[config.mk]
export PLATFORM = sky130hd
export DESIGN_NAME = csd_top
export DESIGN_NICKNAME = d
export VERILOG_FILES = /design/src/rtl/csd_pkg.sv /design/src/rtl/csd_regs.sv /design/src/rtl/csd_match.sv /design/src/rtl/csd_arb.sv /design/src/rtl/csd_top.sv
export SDC_FILE = /design/constraint.sdc
export NUM_CORES = 1
export LEC_CHECK = 0
export ABC_AREA = 1
export BUFFER_PORTS_ARGS = -buffer_cell sky130_fd_sc_hd__buf_2
export CAP_MARGIN = 20
export CELL_PAD_IN_SITES_DETAIL_PLACEMENT = 1
export CELL_PAD_IN_SITES_GLOBAL_PLACEMENT = 1
export CORE_MARGIN = 2
export CORE_UTILIZATION = 30
export DETAILED_ROUTE_END_ITERATION = 10
export PLACE_DENSITY = 0.59
export SETUP_SLACK_MARGIN = 0.02
export SYNTH_ARGS = -nofsm -noshare
export SYNTH_HDL_FRONTEND = slang
export SYNTH_SLANG_ARGS = --single-unit
[constraint.sdc]
create_clock -name clk -period 2.77 [get_ports clk]
set_input_delay 0.6925 -clock clk [delete_from_list [all_inputs] [get_ports clk]]
set_output_delay 0.6925 -clock clk [all_outputs]
set_load 0.05 [all_outputs]
[src/rtl/csd_pkg.sv]
package csd_pkg;
   localparam int WORD_W = 32;
   localparam int CMP_W  = 24;
   localparam int FC_W   = 4;
   localparam int WAIT_W = 3;

   typedef struct packed {
      logic [CMP_W-1:0] addr;
      logic             valid;
      logic             nocpu;
      logic             wprot;
      logic             ext;
      logic [FC_W-1:0]  fc;
   } base_t;

   typedef struct packed {
      logic [CMP_W-1:0] addr;
      logic [1:0]       spare;
      logic [1:0]       dly;
      logic [FC_W-1:0]  fc;
   } mask_t;
endpackage

[src/rtl/csd_regs.sv]
module csd_regs #(
   parameter int NCH = 4,
   parameter int IW  = 2
) (
   input  logic                       clk,
   input  logic                       rst_n,
   input  logic                       we,
   input  logic [IW-1:0]              idx,
   input  logic                       sel,
   input  logic [csd_pkg::WORD_W-1:0] wdata,
   output logic [csd_pkg::WORD_W-1:0] rdata,
   output csd_pkg::base_t             base_o [NCH],
   output csd_pkg::mask_t             mask_o [NCH]
);
   import csd_pkg::*;

   logic [1:0]        ctl_q  [NCH];
   logic [WORD_W-1:0] base_q [NCH];
   logic [WORD_W-1:0] mask_q [NCH];

   for (genvar i = 0; i < NCH; i++) begin : g_ch
      logic hit_w;
      assign hit_w = we && (idx == IW'(i));

      always_ff @(posedge clk or negedge rst_n) begin
         if (!rst_n)                ctl_q[i] <= 2'b00;
         else if (hit_w && !sel)    ctl_q[i] <= wdata[7:6];
      end

      always_ff @(posedge clk) begin
         if (hit_w && !sel) base_q[i] <= wdata;
         if (hit_w &&  sel) mask_q[i] <= wdata;
      end

      always_comb begin
         base_o[i]       = base_t'(base_q[i]);
         base_o[i].valid = ctl_q[i][1];
         base_o[i].nocpu = ctl_q[i][0];
         mask_o[i]       = mask_t'(mask_q[i]);
      end
   end

   always_comb begin
      rdata = '0;
      for (int i = 0; i < NCH; i++)
         if (idx == IW'(i)) rdata = sel ? mask_o[i] : base_o[i];
   end
endmodule

[src/rtl/csd_match.sv]
module csd_match (
   input  csd_pkg::base_t                base,
   input  csd_pkg::mask_t                mask,
   input  logic [csd_pkg::WORD_W-1:0]    addr,
   input  logic [csd_pkg::FC_W-1:0]      fc,
   input  logic                          rw,
   output logic                          hit,
   output logic                          wp_viol,
   output logic [csd_pkg::WAIT_W-1:0]    wait_n
);
   import csd_pkg::*;

   logic addr_ok, fc_ok, cpu_sp;

   always_comb begin
      addr_ok = (((addr[WORD_W-1 -: CMP_W] ^ base.addr) & ~mask.addr) == '0);
      fc_ok   = (((fc ^ base.fc) & ~mask.fc) == '0);
      cpu_sp  = (fc[2:0] == 3'b111);
      hit     = base.valid && addr_ok && fc_ok && !(base.nocpu && cpu_sp);
      wp_viol = base.wprot && !rw;
      wait_n  = {base.ext, mask.dly};
   end
endmodule

[src/rtl/csd_arb.sv]
module csd_arb #(
   parameter int NCH = 4
) (
   input  logic [NCH-1:0] req,
   output logic [NCH-1:0] gnt,
   output logic           any
);
   always_comb begin
      gnt = '0;
      for (int i = NCH-1; i >= 0; i--)
         if (req[i]) gnt = NCH'(1) << i;
      any = |req;
   end
endmodule

[src/rtl/csd_top.sv]
module csd_top #(
   parameter int NCH = 4,
   parameter int IW  = (NCH > 1) ? $clog2(NCH) : 1
) (
   input  logic                       clk,
   input  logic                       rst_n,
   input  logic                       reg_we,
   input  logic [IW-1:0]              reg_idx,
   input  logic                       reg_sel,
   input  logic [csd_pkg::WORD_W-1:0] reg_wdata,
   output logic [csd_pkg::WORD_W-1:0] reg_rdata,
   input  logic                       bus_as,
   input  logic                       bus_rw,
   input  logic [csd_pkg::WORD_W-1:0] bus_addr,
   input  logic [csd_pkg::FC_W-1:0]   bus_fc,
   output logic [NCH-1:0]             cs,
   output logic                       berr,
   output logic                       ack
);
   import csd_pkg::*;

   initial begin
      assert (NCH >= 1 && NCH <= 16) else $error("csd_top: NCH out of range");
      assert (IW >= 1 && (1 << IW) >= NCH) else $error("csd_top: IW too narrow");
   end

   base_t             base_w [NCH];
   mask_t             mask_w [NCH];
   logic [NCH-1:0]    hit_v, wpv_v, gnt;
   logic [WAIT_W-1:0] wait_v [NCH];
   logic              any;

   csd_regs #(.NCH(NCH), .IW(IW)) u_regs (
      .clk(clk), .rst_n(rst_n), .we(reg_we), .idx(reg_idx), .sel(reg_sel),
      .wdata(reg_wdata), .rdata(reg_rdata), .base_o(base_w), .mask_o(mask_w));

   for (genvar i = 0; i < NCH; i++) begin : g_m
      csd_match u_m (
         .base(base_w[i]), .mask(mask_w[i]), .addr(bus_addr), .fc(bus_fc),
         .rw(bus_rw), .hit(hit_v[i]), .wp_viol(wpv_v[i]), .wait_n(wait_v[i]));
   end

   csd_arb #(.NCH(NCH)) u_arb (.req(hit_v), .gnt(gnt), .any(any));

   logic [WAIT_W-1:0] win_wait;
   logic              win_wpv, win_ok;
   always_comb begin
      win_wait = '0;
      for (int i = 0; i < NCH; i++)
         if (gnt[i]) win_wait = wait_v[i];
      win_wpv = |(gnt & wpv_v);
      win_ok  = any && !win_wpv;
   end

   logic              act_q, berr_q, ack_q, pend_q;
   logic [NCH-1:0]    cs_q;
   logic [WAIT_W-1:0] cnt_q;

   always_ff @(posedge clk or negedge rst_n) begin
      if (!rst_n) begin
         act_q <= 1'b0; cs_q <= '0; berr_q <= 1'b0;
         ack_q <= 1'b0; pend_q <= 1'b0; cnt_q <= '0;
      end else if (!bus_as) begin
         act_q <= 1'b0; cs_q <= '0; berr_q <= 1'b0;
         ack_q <= 1'b0; pend_q <= 1'b0; cnt_q <= '0;
      end else if (!act_q) begin
         act_q  <= 1'b1;
         cs_q   <= win_ok ? gnt : '0;
         berr_q <= any && win_wpv;
         ack_q  <= win_ok && (win_wait == '0);
         pend_q <= win_ok && (win_wait != '0);
         cnt_q  <= win_wait;
      end else begin
         ack_q <= 1'b0;
         if (pend_q) begin
            if (cnt_q == WAIT_W'(1)) begin
               ack_q  <= 1'b1;
               pend_q <= 1'b0;
            end
            cnt_q <= cnt_q - 1'b1;
         end
      end
   end

   assign cs   = cs_q;
   assign berr = berr_q;
   assign ack  = ack_q;
endmodule

* After elaboration in Yosys (flattened, before gate mapping) *
Memory sizes are Yosys's and may differ from the RTL's.
Cells that the tools add are included.

storage, ports and cells
  bits in registers = 19
  memory bits (writable) = 256
  bits of input ports = 76
  output and inout bits = 38
  word-level logic and storage cells = 174
  memories kept = 2

memory list
  name           depth  width  read ports  clocked after memory_dff  wr ports  line            source
  u_regs.base_q  4      32     4           0                         1         csd_regs.sv:18  logic [WORD_W-1:0] base_q [NCH];
  u_regs.mask_q  4      32     4           0                         1         csd_regs.sv:19  logic [WORD_W-1:0] mask_q [NCH];

cells by class
  $add $sub $neg = 1
  equal/unequal tests = 7
  mux-type cells = 67
  bitwise logic cells = 25
  reductions and logical operators = 62

operators with widths
  cell                   number
  $mux W32               14
  $reduce_or A32 Y1      6
  $and A24 B24 Y24       4
  $logic_not A24 Y1      4
  $not A24 Y24           4
  $xor A24 B24 Y24       4
  $logic_and A1 B1 Y1    36
  $mux W1                33
  $mux W4                7
  $mux W3                7
  $and A4 B4 Y4          5
  $logic_not A4 Y1       4
  $not A4 Y4             4
  $xor A4 B4 Y4          4
  $mux W2                6
  $reduce_or A4 Y1       2
  $logic_not A1 Y1       7
  $eq A2 B2 Y1 const B   2
  $eq A3 B1 Y1 const B   1
  $eq A3 B3 Y1 const B   1
  $logic_not A3 Y1       1
  $ne A3 B2 Y1 const B   1
  $reduce_bool A3 Y1     1
  $sub A3 B1 Y3 const B  1
  3 further kinds        3

* Logic depth before layout (Yosys ltp) *
Gate-level depths: netlist of the first run.

  depth in word-level cells = 18
  depth in mapped cells = 19

* Hierarchy *
From an unflattened synthesis of the first run, not the netlist that was laid out.

second synthesis, totals
  cells, all modules = 1,758
  area total of the unflattened synthesis = 14,236.2 um^2

modules (own cells, without submodules)
  module     times used  cells each  area an instance (um^2)
  csd_regs   1           923         10,451.3
  csd_match  4           182         759.5
  csd_top    1           95          695.7
  csd_arb    1           12          51.3

* Worst setup path before layout of the first run *
No wires, ideal clock.

  path kind = input -> register
  start = in reg_sel
  end = mem u_regs.mask_q[0][0] (enable)
  library setup time = 0.461 ns
  arrival = 3.516 ns
  data required time = 2.309 ns
  setup slack = -1.207 ns
  cell stages on the path = 4
  buffers on the path = 2
  cell sequence = clkinv_1 -> clkbuf_1 -> clkbuf_1 -> nor3_1

between the ends
  word-level cells in the longest chain between the ends = 7

ends and longest elaborated chain
  what                                                              line            source
  start: declaration                                                csd_top.sv:9    input logic reg_sel,
  $logic_and A1 B1 Y1                                               csd_regs.sv:32  if (hit_w && sel) mask_q[i] <= wdata;
  $mux W1                                                           csd_regs.sv:32
  $mux W1 (implied by the code)                                     csd_regs.sv:32
  $reduce_or A32 Y1 (no source line)                                --
  $mux W2 (no source line) or $mux W1 (tied branches) (3 in a row)  --
  end: declaration                                                  csd_regs.sv:19

Several ways; a longest one is shown, not always the timed one.

* Final worst setup path of the first run *
  start = in reg_idx[0]
  end = out reg_rdata[6] (netlist name)

between the ends
  word-level cells in the longest chain between the ends = 5

ends and longest elaborated chain
  what                   line            source
  start: declaration     csd_top.sv:8    input logic [IW-1:0] reg_idx,
  $logic_not A2 Y1       csd_regs.sv:46  if (idx == IW'(i)) rdata = sel ? mask_o[i] : base_o[i];
  $mux W32 (3 in a row)  csd_regs.sv:46
  $mux W32 *             csd_regs.sv:46
  end: declaration       csd_top.sv:11   output logic [csd_pkg::WORD_W-1:0] reg_rdata,

Mark *: on every way between the ends. The rest lies on a longest branch, timed or not.

==> impl_metrics.env, run 1 <==
export IMPL_status="finished clean"
export IMPL_synth_area_per_cell_um2=9.11
export IMPL_max_vdd_ir_drop_uv=311
export IMPL_rsz0062_at_grt="true"
export IMPL_seqPwrFrac_pct=44.9
export IMPL_arrival_ns=2.02
export IMPL_rr_endpoint="pend_q"
export IMPL_finalSetupViolations=0
export IMPL_grt_overflow_total=0
export IMPL_r2r_cells=17
export IMPL_pre_cts_ws_ns=-0.0580
export IMPL_fin_util_pct=38.3
export IMPL_place_congestion=0.913
export IMPL_synth_top_family_by_area="simple AND/OR/NAND/NOR gates"
export IMPL_r2r_start="u_regs.base_q[0][11]"
export IMPL_muxShareOfSynthArea_pct=0
export IMPL_grt_pass1_vias=11800
export IMPL_synth_top_area_share_pct=55.6
export IMPL_cellPowerDensity_mw_per_mm2=612
export IMPL_numCtsBuffers=34
export IMPL_synthMostInstantiatedCell="nand2_1"
export IMPL_initial_core_util_pct=30.4
export IMPL_grt_max_degree=49
export IMPL_p_switching_mw=2.71
export IMPL_clock_path_buffers=3
export IMPL_dp_cells=2207
export IMPL_ios=114
export IMPL_hp_class="input port to async pin"
export IMPL_synth_cells=1471
export IMPL_design_die_area_mm2=0.0464
export IMPL_clock_latency_ns=0.54
export IMPL_synth_area_leaders="edfxtp_1 56%, nand2_1 9.7%, o21ai_0 5.9%"
export IMPL_grt_use_total_pct=21.9
export IMPL_synth_fa_ha_area_share_pct=0.187
export IMPL_synth_xor_area_share_pct=0.131
export IMPL_wl_per_cell_um=22.2
export IMPL_antenna_cells=0
export IMPL_fill_cells=5143
export IMPL_fp_dieW_um=215
export IMPL_drv_cap=0
export IMPL_slew_headroom_pct=49.5
export IMPL_cts_root_buf="clkbuf_16"
export IMPL_vias=11200
export IMPL_tritoncts="done"
export IMPL_p_sw_share_pct=26.2
export IMPL_p_leak_nw=7.16
export IMPL_share_comb_of_total_power_pct=13.5
export IMPL_synth_nets=1549
export IMPL_path_clk_slew_ns=0.06
export IMPL_ys_async_sr_fraction_pct=7.12
export IMPL_seq_area_frac_synth_pct=59.1
export IMPL_fin_crit_sh_pct=98.1
export IMPL_period_needed_ns=2.72
export IMPL_worstSetupPathType="input port to output port"
export IMPL_worstSetupStartpointType="input port"
export IMPL_critPathCaptureType="output port"
export IMPL_p_clk_share_pct=41.6
export IMPL_final_cells=2265
export IMPL_netlist_top_cells_count="348 x nand2_1, 248 x edfxtp_1, 200 x inv_1, 159 x o21ai_0, 135 x nor2_1"
export IMPL_yosysWarningCount=0
export IMPL_fin_hold_ws_ns=0.108
export IMPL_hold_violations=0
export IMPL_crit_fanout=4
export IMPL_htreeDepth=2
export IMPL_row_count=77
export IMPL_synth_simple_area_share_pct=20.4
export IMPL_r2r_slack_ns=0.37
export IMPL_grt_pass1_wl_um=74400
export IMPL_setup_slack_ns=0.0529
export IMPL_synth_edf_count=248
export IMPL_drt_antenna_violating_nets=0
export IMPL_maxSlewViolCount=0
export IMPL_synth_compound_area_share_pct=12.6
export IMPL_drc_errors=0
export IMPL_portBuffers=105
export IMPL_area_delta_synth_final_pct=26.1
export IMPL_finClkSkew_ns=0.0149
export IMPL_drive_above_1_share_pct=19.2
export IMPL_core_area_mm2=0.0441
export IMPL_drt_total_wl_um=50400
export IMPL_crit_required_ns=2.08
export IMPL_place_hpwl_um=37200
export IMPL_synth_cell_type_count=37
export IMPL_hold_buffers=0
export IMPL_multi_input_area_mm2=0.00478
export IMPL_synth_seq_cells=267
export IMPL_syn_cell_area_mm2=0.0134
export IMPL_worst_pin_slew_ns=0.757
export IMPL_synth_ff_type="edfxtp_1"
export IMPL_synth_area_leader_cell="edfxtp_1"
export IMPL_fin_nets=1729
export IMPL_clock_fmax_mhz=368
export IMPL_clkSinkCount=267
export IMPL_ff_latch_area_mm2=0.00792
export IMPL_drt_iter0_drc=623
export IMPL_die_h_um=215
export IMPL_intPower_mw=7.64
export IMPL_firstDrtPassIters=5
export IMPL_antenna_found_initial=2
export IMPL_via_per_inst=4.95
## routing by layer
layer / global-route usage, % / part of all wire [%]
met3: 3.45 / 4.1
met1: 27.6 / 44
met5: 0 / 0.022
met4: 10.7 / 4.7
met2: 36.7 / 48
## cells in the final DEF, fill, tap and decap left out, types with 5 or more instances in the layout
| master | n |
|---|---|
| nor2_4 | 5 |
| clkinv_2 | 6 |
| clkbuf_16 | 37 |
| inv_1 | 199 |
| edfxtp_1 | 248 |
| buf_4 | 74 |
| a221oi_2 | 5 |
| o22ai_1 | 9 |
| o21ai_0 | 143 |
| o2111ai_2 | 19 |
| nand2_2 | 5 |
| clkbuf_1 | 9 |
| buf_2 | 74 |
| o21ai_2 | 11 |
| clkbuf_4 | 5 |
| o21ai_1 | 11 |
| nor3_4 | 8 |
| a21oi_1 | 90 |
| nor3_1 | 5 |
| inv_2 | 19 |
| nand3b_1 | 28 |
| buf_6 | 10 |
| nand2_1 | 347 |
| buf_12 | 22 |
| nor2_1 | 133 |
| dfrtp_1 | 19 |
| nand4_1 | 22 |
| nand3_1 | 68 |
| a221oi_1 | 7 |
## cell families after synthesis
logic type,Yosys count
AO/OA/AOI/OAI,305
XOR/XNOR,2
flip-flops,267
buffers and inverters,263
adder cells (fa/ha/maj),2
AND/OR/NAND/NOR,632
## worst max-delay path by stage
stage	depth (start not counted)	endpoint	start	slack, ns
floorplan	4	u_regs.mask_q[3][0]	reg_sel	-0.32
global placement	8	reg_rdata[15]	reg_idx[1]	-0.05
detailed placement	9	reg_rdata[23]	reg_idx[1]	-0.06
CTS	9	reg_rdata[21]	reg_idx[0]	0.008
global route	9	reg_rdata[21]	reg_idx[0]	0.02
finish	8	reg_rdata[6]	reg_idx[0]	0.05
## flip-flops by register name (all words and copies together), names as in the netlist, 3 cells and up
signal	flops
u_regs.mask_q	128
u_regs.base_q	120
cs	4
cnt_q	3
u_regs.base_o	8
## critical path, stage by stage
cell and delay (ns):
buf_2 0.14, inv_2 0.08, nand2_1 0.11, inv_1 0.14
buf_4 0.22, o21ai_0 0.15, o2111ai_2 0.28, buf_6 0.21
## power groups by stage
stage	combinational (mW)	sequential (mW)	clock, mW
finish	1.40	4.65	4.30
global route	1.51	4.66	4.56
CTS	1.38	4.65	4.41
detailed placement	1.35	4.73	0
global placement	1.33	4.72	0
floorplan	0.734	4.71	0
## per-stage QoR
| stage | power [mW] | cell area [um2] | setup TNS (ns) |
|---|---|---|---|
| 6_report | 10.3 | 16900 | 0 |
| 3_3_place_gp | 6.05 | 15700 | -0.253 |
| 4_1_cts | 10.4 | 16800 | 0 |
| 3_5_place_dp | 6.08 | 15700 | -0.506 |
| 2_1_floorplan | 5.44 | 13600 | -20.60 |
| 5_1_grt | 10.7 | 16900 | 0 |
## cell type report
cell class	instances	area share (%)
Sequential cell	267	46.9
Inverter	221	4.95
Timing Repair Buffer	186	9.14
Tap cell	592	4.38
Multi-Input combinational cell	941	28.3
Clock inverter	11	0.615
Clock buffer	47	5.76
## repair_timing
action,4_1_cts,5_1_grt
buffers inserted,0,0
pin swaps,1,1
endpoints found under the setup margin,22,30
gates resized for setup,23,29
Power figures use the tool's default switching activity.
==> inputs of run 2 (changes only) <==
==> constraint.sdc (replaced) <==
create_clock -name clk -period 2.77 [get_ports clk]
set_input_delay 0.277 -clock clk [delete_from_list [all_inputs] [get_ports clk]]
set_output_delay 0.277 -clock clk [all_outputs]
set_load 0.05 [all_outputs]
==> run 2 against run 1 <==
Sequential power barely moved. Clock-buffer cell count fell by 3. Maximum frequency rose by 11%. Worst setup slack improved by 0.27 ns. Clock power rose by 1%. Hold slack got worse by 0.093 ns. Register-to-register slack got worse by 0.05 ns. Sequential cell count did not move. Final cell count fell by 0.93%. Utilization fell by 1.5 points. Routed wire length fell by 1.9%. First-iteration DRC count rose by 14%. Largest cell class unchanged.
==> impl_metrics.env, run 2 (synthesis results as in run 1) <==
export IMPL_r2r_start="u_regs.base_q[1][9]"
export IMPL_maxSlewViolCount=0
export IMPL_setup_slack_ns=0.320
export IMPL_via_per_inst=5.02
export IMPL_fin_nets=1702
export IMPL_rsz0062_at_grt="false"
export IMPL_drv_cap=0
export IMPL_min_from="reg_wdata[28]"
export IMPL_finalSetupViolations=0
export IMPL_row_count=77
export IMPL_slowest_delay_ns=0.44
export IMPL_design_die_area_mm2=0.0464
export IMPL_numCtsBuffers=35
export IMPL_firstDrtPassIters=5
export IMPL_fill_cells=5136
export IMPL_min_delay_worst_endpoint="u_regs.mask_q[3][28]"
export IMPL_ios=114
export IMPL_clock_fmax_mhz=408
export IMPL_arrival_ns=2.87
export IMPL_period_needed_ns=2.45
export IMPL_core_area_mm2=0.0441
export IMPL_power_mw=10.3
export IMPL_regMostFlops="u_regs.mask_q"
export IMPL_grt_overflow_total=0
export IMPL_worstSetupPathType="flip-flop to flip-flop"
export IMPL_hold_violations=0
export IMPL_grt_use_total_pct=21.3
export IMPL_cts_root_buf="clkbuf_16"
export IMPL_cellPowerDensity_mw_per_mm2=631
export IMPL_clock_path_buffers=3
export IMPL_initial_core_util_pct=30.4
export IMPL_path_delay_family="simple AND/OR/NAND/NOR gates"
export IMPL_grt_max_degree=69
export IMPL_drive_above_1_share_pct=14.6
export IMPL_crit_chain="inv_1 > nand2_1 > nand3_1 > nand2_1 > nor2_1 > nand3_1 > nor3_1 > nand3_1 > o21ai_0 > inv_1 > nand3_1 > nand2_1 > nand2_1 > o21ai_1"
export IMPL_status="finished clean"
export IMPL_layout_common_cells="347 x nand2_1, 248 x edfxtp_1, 200 x inv_1"
export IMPL_vias=11300
export IMPL_pre_cts_ws_ns=0.321
export IMPL_drt_total_wl_um=49400
export IMPL_antenna_found_initial=1
export IMPL_portBuffers=105
export IMPL_cp_slowest_cell="nor3_1"
export IMPL_r2r_cells=14
export IMPL_worst_path_buf_inv=2
export IMPL_cts_resized=0
export IMPL_worstSetupStartpointType="flip-flop"
export IMPL_critPathCaptureType="flip-flop"
export IMPL_worst_pin_slew_ns=0.683
export IMPL_place_congestion=0.922
export IMPL_post_dp_cell_area_mm2=0.0150
export IMPL_hp_class="input port to flip-flop"
export IMPL_layout_cells_most_common="nand2_1"
export IMPL_crit_required_ns=3.19
export IMPL_grt_pass1_vias=11600
export IMPL_largest_reg_flops=128
export IMPL_fin_area_mm2=0.0163
export IMPL_fin_hold_ws_ns=0.0147
export IMPL_slew_headroom_pct=54.4
export IMPL_max_vdd_ir_drop_uv=390
export IMPL_path_clk_slew_ns=0.06
export IMPL_die_h_um=215
export IMPL_htreeDepth=2
export IMPL_drc_errors=0
export IMPL_fp_dieW_um=215
export IMPL_drt_iter0_drc=708
export IMPL_r2r_slack_ns=0.32
export IMPL_fin_crit_sh_pct=88.5
export IMPL_finClkSkew_ns=0.0236
export IMPL_hold_depth=1
export IMPL_drt_antenna_violating_nets=0
export IMPL_rr_endpoint="cs[0]"
export IMPL_wl_per_cell_um=22.0
export IMPL_crit_fanout=3
export IMPL_area_delta_synth_final_pct=21.3
export IMPL_clock_latency_ns=0.56
export IMPL_grt_pass1_wl_um=73100
export IMPL_place_hpwl_um=35400
export IMPL_p_leak_nw=6.84
export IMPL_clkSinkCount=267
export IMPL_tritoncts="done"
run 2: final cells by class:
class / count / area [um2] / share of cell area (%)
sequential: 267 / 7920 / 48.7
clock buffer: 44 / 910 / 5.60
multi-input combinational: 941 / 4530 / 27.9
tap: 592 / 741 / 4.56
timing repair buffer: 158 / 1130 / 6.98
antenna: 1 / 2.50 / 0.0154
inverter: 221 / 835 / 5.14
clock inverter: 20 / 175 / 1.08
run 2: routing by layer:
| layer | share of wire (%) | routed length (um) | GRT usage [%] |
|---|---|---|---|
| met1 | 44 | 21600 | 27.0 |
| met2 | 50 | 24500 | 37.6 |
| met3 | 4.2 | 2060 | 2.76 |
| met4 | 2.6 | 1270 | 6.87 |
| met5 | 0 | 0 | 0 |
run 2: power by group:
group / leakage, nW / total [mW] / switching, mW / internal [mW]
combinational: 3.81 / 1.25 / 0.903 / 0.346
clock: 0.532 / 4.36 / 1.75 / 2.61
sequential: 2.50 / 4.65 / 0.0834 / 4.57
run 2: metrics by stage:
| stage | setup TNS, ns | instances | utilization, % |
|---|---|---|---|
| after floorplan | -101.34 | 1471 | - |
| final | 0 | 2244 | 36.8 |
| after global routing | 0 | 2244 | 36.8 |
| after global placement | 0 | 2166 | 34.1 |
| after CTS | 0 | 2243 | 36.8 |
| after detailed placement | 0 | 2166 | 34.1 |
run 2: what timing repair did:
action | in CTS | in global routing
setup buffers | 0 | 0
hold buffers | 13 | 0
endpoints found under the hold margin | 100 | 0
run 2: how the worst max path moves through the flow:
stage	from	end	slack, ns	cells after the start
floorplan	reg_sel	u_regs.mask_q[3][0]	-0.79	4
global placement	bus_addr[9]	cs[0]	0.41	15
detailed placement	bus_addr[9]	cs[0]	0.32	15
CTS	u_regs.base_q[1][9]	cs[3]	0.39	14
global route	u_regs.base_q[1][9]	cs[0]	0.15	14
finish	u_regs.base_q[1][9]	cs[0]	0.32	14
